[config.mk]
export PLATFORM = sky130hd
export DESIGN_NAME = sysconv_array
export DESIGN_NICKNAME = d
export VERILOG_FILES = /design/src/rtl/conv_pkg.sv /design/src/rtl/conv_wdecode.sv /design/src/rtl/conv_cell.sv /design/src/rtl/sysconv_array.sv
export SDC_FILE = /design/constraint.sdc
export NUM_CORES = 1
export LEC_CHECK = 0
export ABC_CLOCK_PERIOD_IN_PS = 7800
export BUFFER_PORTS_ARGS = -buffer_cell sky130_fd_sc_hd__buf_2
export CORE_MARGIN = 4
export CORE_UTILIZATION = 55
export CTS_BUF_LIST = sky130_fd_sc_hd__clkbuf_8
export CTS_CLUSTER_DIAMETER = 30
export DETAILED_ROUTE_END_ITERATION = 12
export PLACE_DENSITY = 0.74
export SLEW_MARGIN = 20
export SYNTH_ARGS = -nofsm -noshare
export SYNTH_HDL_FRONTEND = slang
export SYNTH_SLANG_ARGS = --single-unit
[constraint.sdc]
create_clock -name clk -period 7.8 [get_ports clk]
set_input_delay 0.78 -clock clk [delete_from_list [all_inputs] [get_ports clk]]
set_output_delay 0.78 -clock clk [all_outputs]
set_load 0.1 [all_outputs]
[src/rtl/conv_pkg.sv]
package conv_pkg;

    // Width of a partial sum that cannot wrap for k taps of dw-bit operands
    function automatic int acc_width(input int dw, input int k);
        return 2 * dw + $clog2(k);
    endfunction

    // Width of the coefficient index, one extra bit so out-of-range codes exist
    function automatic int index_width(input int k);
        return $clog2(k) + 1;
    endfunction

endpackage

[src/rtl/conv_wdecode.sv]
module conv_wdecode #(
    parameter int K  = 4,
    parameter int IW = 3
) (
    input  logic          clk,
    input  logic          rst,
    input  logic          we,
    input  logic [IW-1:0] idx,
    output logic [K-1:0]  cell_we
);

    always_comb begin
        for (int i = 0; i < K; i++) begin
            cell_we[i] = we && (idx == IW'(i));
        end
    end

    // at most one cell is written per cycle
    assert_single_write_R4: assert property (@(posedge clk) disable iff (rst)
        $onehot0(cell_we));

    // an index beyond the last cell enables no cell
    assert_range_ignored_R4: assert property (@(posedge clk) disable iff (rst)
        (we && (int'(idx) >= K)) |-> (cell_we == '0));

endmodule

[src/rtl/conv_cell.sv]
module conv_cell #(
    parameter int DW = 8,
    parameter int AW = 18
) (
    input  logic                 clk,
    input  logic                 rst,
    input  logic                 w_we,
    input  logic signed [DW-1:0] w_data,
    input  logic signed [DW-1:0] smp_in,
    output logic signed [DW-1:0] smp_out,
    input  logic signed [AW-1:0] sum_in,
    output logic signed [AW-1:0] sum_out
);

    localparam int PW = 2 * DW;

    logic signed [DW-1:0] coef_q;
    logic signed [DW-1:0] smp_q;
    logic signed [PW-1:0] prod_q;
    logic signed [AW-1:0] sum_q;
    logic signed [AW-1:0] prod_ext;

    always_ff @(posedge clk) begin
        if (rst) begin
            coef_q <= '0;
        end else if (w_we) begin
            coef_q <= w_data;
        end
    end

    always_ff @(posedge clk) begin
        if (rst) begin
            smp_q  <= '0;
            prod_q <= '0;
            sum_q  <= '0;
        end else begin
            smp_q  <= smp_in;
            prod_q <= PW'(smp_q) * PW'(coef_q);
            sum_q  <= sum_in;
        end
    end

    assign prod_ext = AW'(prod_q);
    assign sum_out  = sum_q + prod_ext;
    assign smp_out  = smp_q;

    // one cycle after reset every register of the cell is clear
    assert_cell_cleared_R1: assert property (@(posedge clk) disable iff (rst)
        $past(rst) |-> (smp_q == '0 && prod_q == '0 && sum_q == '0 && coef_q == '0));

    // the coefficient only moves on a write to this cell
    assert_coef_hold_R4: assert property (@(posedge clk) disable iff (rst)
        !w_we |=> $stable(coef_q));

    // adding two non-negative terms never yields a negative sum
    assert_no_overflow_R5: assert property (@(posedge clk) disable iff (rst)
        (!prod_ext[AW-1] && !sum_q[AW-1]) |-> !sum_out[AW-1]);

    // adding two negative terms never yields a non-negative sum
    assert_no_underflow_R5: assert property (@(posedge clk) disable iff (rst)
        (prod_ext[AW-1] && sum_q[AW-1]) |-> sum_out[AW-1]);

endmodule

[src/rtl/sysconv_array.sv]
module sysconv_array #(
    parameter int K  = 4,
    parameter int DW = 8
) (
    input  logic                                       clk,
    input  logic                                       rst,
    input  logic signed [DW-1:0]                       x_in,
    input  logic                                       w_we,
    input  logic [conv_pkg::index_width(K)-1:0]        w_idx,
    input  logic signed [DW-1:0]                       w_data,
    output logic signed [conv_pkg::acc_width(DW,K)-1:0] y_out
);

    localparam int AW = conv_pkg::acc_width(DW, K);
    localparam int IW = conv_pkg::index_width(K);

    logic [K-1:0]         cell_we;
    logic signed [DW-1:0] smp_link [1:K+1];
    logic signed [AW-1:0] sum_link [0:K];

    conv_wdecode #(.K(K), .IW(IW)) u_wdec (
        .clk     (clk),
        .rst     (rst),
        .we      (w_we),
        .idx     (w_idx),
        .cell_we (cell_we)
    );

    assign smp_link[K+1] = x_in;
    assign sum_link[0]   = '0;

    for (genvar u = 1; u <= K; u++) begin : g_cell
        conv_cell #(.DW(DW), .AW(AW)) u_cell (
            .clk     (clk),
            .rst     (rst),
            .w_we    (cell_we[u-1]),
            .w_data  (w_data),
            .smp_in  (smp_link[u+1]),
            .smp_out (smp_link[u]),
            .sum_in  (sum_link[u-1]),
            .sum_out (sum_link[u])
        );
    end

    assign y_out = sum_link[K];

    // the result port is zero in the cycle after a reset
    assert_reset_clear_R1: assert property (@(posedge clk) disable iff (rst)
        $past(rst) |-> (y_out == '0));

    // two idle input cycles in a row after reset keep the end cell's fresh product out of the sum
    assert_gap_from_reset_R3: assert property (@(posedge clk) disable iff (rst)
        ($past(rst) && x_in == '0) |=> (y_out == '0));

endmodule

# Word-level counts from Yosys, hierarchy flattened
# Cells that the tools add are included.
[op_classes] add_sub_neg=3 multipliers=4 n_eq_ne=3 n_reduce_logical=5
[ops] cell="$mul 8x8->16" count=4
[ops] cell="$add 18x16->18" count=2
[ops] cell="$add 16x16->17" count=1
[ops] cell="$eq 3x2->1 const B" count=2
[ops] cell="$logic_and 1x1->1" count=4
[ops] cell="$eq 3x1->1 const B" count=1
[ops] cell="$logic_not 3->1" count=1
[word_totals] regBits=180 output_inout_bits=18 wordCells=30

# Longest topological paths before layout
[depth] word_depth=2 mapped_depth=18 ltp_nobuf=17

# Cells and area by module
# Synthesis repeated with hierarchy kept, for this count alone.
[hier_totals] hier_cells=1996 hier_area_um2=18621.6
[modules_own_cells] mod="conv_cell at g_cell[2].u_cell" instances=1 cells_per_inst=506 area_per_inst_um2=4687.0 seq_area_each_um2=1001.0
[modules_own_cells] mod="conv_cell at g_cell[3].u_cell" instances=1 cells_per_inst=496 area_per_inst_um2=4663.2 seq_area_each_um2=1001.0
[modules_own_cells] mod="conv_cell at g_cell[4].u_cell" instances=1 cells_per_inst=493 area_per_inst_um2=4619.4 seq_area_each_um2=1001.0
[modules_own_cells] mod="conv_cell at g_cell[1].u_cell" instances=1 cells_per_inst=496 area_per_inst_um2=4598.2 seq_area_each_um2=1001.0
[modules_own_cells] mod="conv_wdecode" instances=1 cells_per_inst=4 area_per_inst_um2=50.0 seq_area_each_um2=0.0
[modules_own_cells] mod="sysconv_array" instances=1 cells_per_inst=1 area_per_inst_um2=3.8 seq_area_each_um2=0.0

# Worst setup path before layout
# OpenSTA, ideal clock, no wires.
[synth_path] path_kind="reg2reg" start="register g_cell[3].u_cell.coef_q[4]" end="register g_cell[3].u_cell.prod_q[14]" setup_time_ns=0.121 arrival_ns=4.092 t_required_ns=7.679 slack_ns=3.588 stages_incl_launch_ff=15 cell_sequence="dfxtp_1 > clkbuf_1 > and2_1 > fa_1 > inv_1 > fa_1 > inv_1 > fa_1 > fa_1 > ha_1 > o21ai_0 > nand2b_1 > and2_1 > o32ai_1 > mux2_2"
[synth_between] elab_chain_cells=1
[synth_lines] item="start, declared" line="conv_cell.sv:17" source="logic signed [DW-1:0] coef_q;"
[synth_lines] item="start signal, assigned" line="conv_cell.sv:27" source="coef_q <= w_data;"
[synth_lines] item="$mul 8x8->16" line="conv_cell.sv:38" source="prod_q <= PW'(smp_q) * PW'(coef_q);"
[synth_lines] item="end signal, assigned" line="conv_cell.sv:38"
[synth_lines] item="end, declared" line="conv_cell.sv:19" source="logic signed [PW-1:0] prod_q;"
# Every way passes these cells.
# A chain may end at the register's enable or synchronous reset.

# Final worst setup path
[layout_path] start="register g_cell[1].u_cell.coef_q[2]" end="register g_cell[1].u_cell.prod_q[15]"
[layout_between] elab_chain_cells=1
[layout_lines] item="start, declared" line="conv_cell.sv:17"
[layout_lines] item="start signal, assigned" line="conv_cell.sv:27"
[layout_lines] item="$mul 8x8->16" line="conv_cell.sv:38"
[layout_lines] item="end signal, assigned" line="conv_cell.sv:38"
[layout_lines] item="end, declared" line="conv_cell.sv:19"
# Every way passes these cells.

==> run_results.csv <==
group,metric,value,unit
outcome,status,"complete, no violations",
route,via_per_inst,5.35,
clock_tree,ctsHoldBuffers,0,
floorplan,die_y,185,µm
placement,dp_slack,3350,ps
clock_tree,clk_pin_slew,110,ps
sta,setup_ws,3300,ps
sta,rsz0062_at_grt,"false",
clock_tree,cts_tree,"done",
clock_tree,cts_setup_buffers,0,
floorplan,rows,64,
route,vias,12300,
logic_synthesis,synth_seq_cells,179,
logic_synthesis,synth_edf_count,0,
setup_path,arrival,4850,ps
sta,timing.fmax,222,MHz
floorplan,core-area,30700,µm²
sta,setup_viol,0,
finish,multiInputGateArea,12200,µm²
power_and_ir_drop,vdd_drop_max,0.109,mV
clock_tree,cts_resized,0,
floorplan,initial_core_util,0.559,
route,totalWireLength,36000,µm
sta,layout_min_cycle_time,4500,ps
setup_path,critPathTopFamily,"adder cells",
floorplan,pin_count,40,
sta,finClkSkew,17.0,ps
logic_synthesis,synth.top_cell.area_share,0.260,
route,ant_nets,0,
finish,nNetsFinal,2309,
placement,gp_congestion,0.937,
sta,slew_violations,0,
logic_synthesis,ys_warn_count,0,
sta,hold-worst-slack,446,ps
clock_tree,cts_htree_levels,4,
logic_synthesis,synthCells,1883,
clock_tree,worst_skew_pair.late_latency,480,ps
setup_path,worstSetupEndpointType,"flip-flop",
logic_synthesis,synth_seq_area_share,0.209,
placement,dpl.hpwl,29600,µm
logic_synthesis,synthesis.nets,2294,
logic_synthesis,yosysMostFrequentCell,"inv_1",
sta,fin_crit_sh,0.577,
setup_path,critPathBufInv,3,
worst_hold_path,hold_depth,1,
setup_path,cp_max_fo,9,
setup_path,crit_path_frequent_cell,"fa_1",
finish,fillers,2663,
logic_synthesis,async_flop_share,0,
power_and_ir_drop,p_per_area,102,nW/µm²
global_routing,grt_max_degree,115,
placement,postPlaceCellArea,17700,µm²
finish,antenna_cells,0,
sta,setup_tns,0,ps
finish,final_cell_area,18100,µm²
global_routing,grt_remaining_overflow,0,
setup_path,criticalPathCategory,"flip-flop to flip-flop",
clock_tree,clock_path_buffers,2,
setup_path,worstPathRequired,8150,ps
logic_synthesis,synth.largest_area_cell,"fa_1",
route,drcViolationCount,0,
placement,port_buffers,39,
setup_path,slowest_stage,"fa_1",
sta,relSlewSlack,0.413,
logic_synthesis,synth_commonest_cells,"inv_1 (313), fa_1 (223), dfxtp_1 (179), nand2_1 (168), ha_1 (166)",
finish,seq_area,3580,µm²
setup_path,cp_slowest_stage_delay,740,ps
route,first_iter_violations,653,
setup_path,start_kind,"flip-flop",
sta,tightest_slew,880,ps
finish,syn_to_final_growth,5.70,%
job,maxCapViolCount,0,
setup_path,cp.depth,14,
sta,finalHoldViolations,0,
logic_synthesis,synth.distinct_cells,64,
global_routing,grt_pass1_vias,12500,
worst_hold_path,hold_path_class,"flip-flop to flip-flop",
global_routing,grt.total_usage,0.219,
global_routing,grt_antenna_before_repair,0,
clock_tree,cts_buffers,17,
power_and_ir_drop,total_power,1.85,mW
global_routing,grt_pass1_wl,60400,µm
logic_synthesis,syn_area,17200,µm²
setup_path,cp_cell_sequence,"nand2_1, fa_1, inv_1, fa_1, inv_1, fa_1, inv_1, fa_1, xnor2_1, xnor2_1, xnor2_1, nor4b_1, a41oi_1, nand4_1",
logic_synthesis,ys.flop_type,"dfxtp_1",
power_and_ir_drop,leakagePower,8.58,nW
finish,drive_gt1_frac,0.0560,
setup_path,r2r_cells,14,
clock_tree,cts_sinks,179,
logic_synthesis,syn_avg_cell_area,9.11,µm²
route,drtPass1Iterations,5,
floorplan,dieArea,34100,µm²
clock_tree,cts_root_buf,"clkbuf_8",
floorplan,die_w,185,µm
route,wl_per_cell,15.6,µm
logic_synthesis,post_synth_main_area_contributors,"fa_1 (26%), dfxtp_1 (21%), ha_1 (12%)",
[layer usage]
layer,share of wire,up-vias,GRT usage
li1,-,5990,-
met1,0.43,6016,0.288
met2,0.49,265,0.373
met3,0.037,63,0.0294
met4,0.036,0,0.0810
met5,0,-,0
[power breakdown]
| group | switching (mW) | internal [mW] |
|---|---|---|
| Combinational | 0.139 | 0.0647 |
| Clock | 0.400 | 0.280 |
| Sequential | 0.0280 | 0.934 |
[cell type report]
| class | instances | area share |
|---|---|---|
| inverter | 314 | 0.0650 |
| sequential | 179 | 0.198 |
| clock buffer | 17 | 0.0129 |
| tap | 396 | 0.0273 |
| multi-input combinational | 1346 | 0.674 |
| clock inverter | 15 | 0.0113 |
| timing repair buffer | 40 | 0.0115 |
[stage by stage]
step                 util  std cells
global route        0.591       2307
CTS                 0.591       2307
floorplan               -       1883
finish              0.591       2307
detailed placement  0.577       2275
global placement    0.577       2275
[worst paths after layout]
kind / startpoint / to / slack, ps
setup reg to reg: g_cell[1].u_cell.coef_q[2]$_SDFFE_PP0P_ / g_cell[1].u_cell.prod_q[15]$_SDFF_PP0_ / 3300
setup / recovery: g_cell[1].u_cell.coef_q[2]$_SDFFE_PP0P_ / g_cell[1].u_cell.prod_q[15]$_SDFF_PP0_ / 3300
hold / removal: g_cell[1].u_cell.prod_q[12]$_SDFF_PP0_ / g_cell[2].u_cell.sum_q[12]$_SDFF_PP0_ / 450
hold reg to reg: g_cell[1].u_cell.prod_q[12]$_SDFF_PP0_ / g_cell[2].u_cell.sum_q[12]$_SDFF_PP0_ / 450
[cell usage in the layout, fill, tap and decap left out, drive strengths merged, types with 7 or more instances in the layout]
cell type  netlist  layout
clkinv           0       7
nand2          168     168
nor3            30      30
a21o            23      23
xnor2           52      52
buf              4      40
nand3           16      16
ha             166     166
or2              9       9
dfxtp          179     179
and2           156     156
clkbuf          40      17
o211ai           7       7
xor2            20      20
a211oi          23      23
nor2b          107     107
nor2            89      89
nand4            8       8
o21ai           51      51
fa             223     223
a21oi           70      70
nand2b          23      23
o21a            20      20
mux2            12      12
inv            314     321
[sequential cells by signal (all words and copies together), names as in the netlist]
signal,flops
g_cell.u_cell.coef_q,32
g_cell.u_cell.prod_q,64
g_cell.u_cell.smp_out,32
g_cell.u_cell.sum_q,51
[kinds of logic after synthesis]
| logic type | count (synthesis) | synth area share |
|---|---|---|
| buffers and inverters | 358 | 0.0783 |
| multiplexers | 12 | 0.00788 |
| adder cells (fa/ha/maj) | 389 | 0.381 |
| flip-flops | 179 | 0.209 |
| AND/OR/NAND/NOR | 626 | 0.189 |
| XOR/XNOR | 72 | 0.0368 |
| AO/OA/AOI/OAI | 247 | 0.0977 |
[worst reg2reg max path, delay by kind of cell, from the launching register on]
kind                     cells  cell delay [ps]
AO/OA/AOI/OAI                1              210
XOR/XNOR                     3              810
adder cells (fa/ha/maj)      4             2150
buffers and inverters        3              220
flip-flops                   1              520
AND/OR/NAND/NOR              3              460
Note: power is estimated with default switching activity, not from simulation.
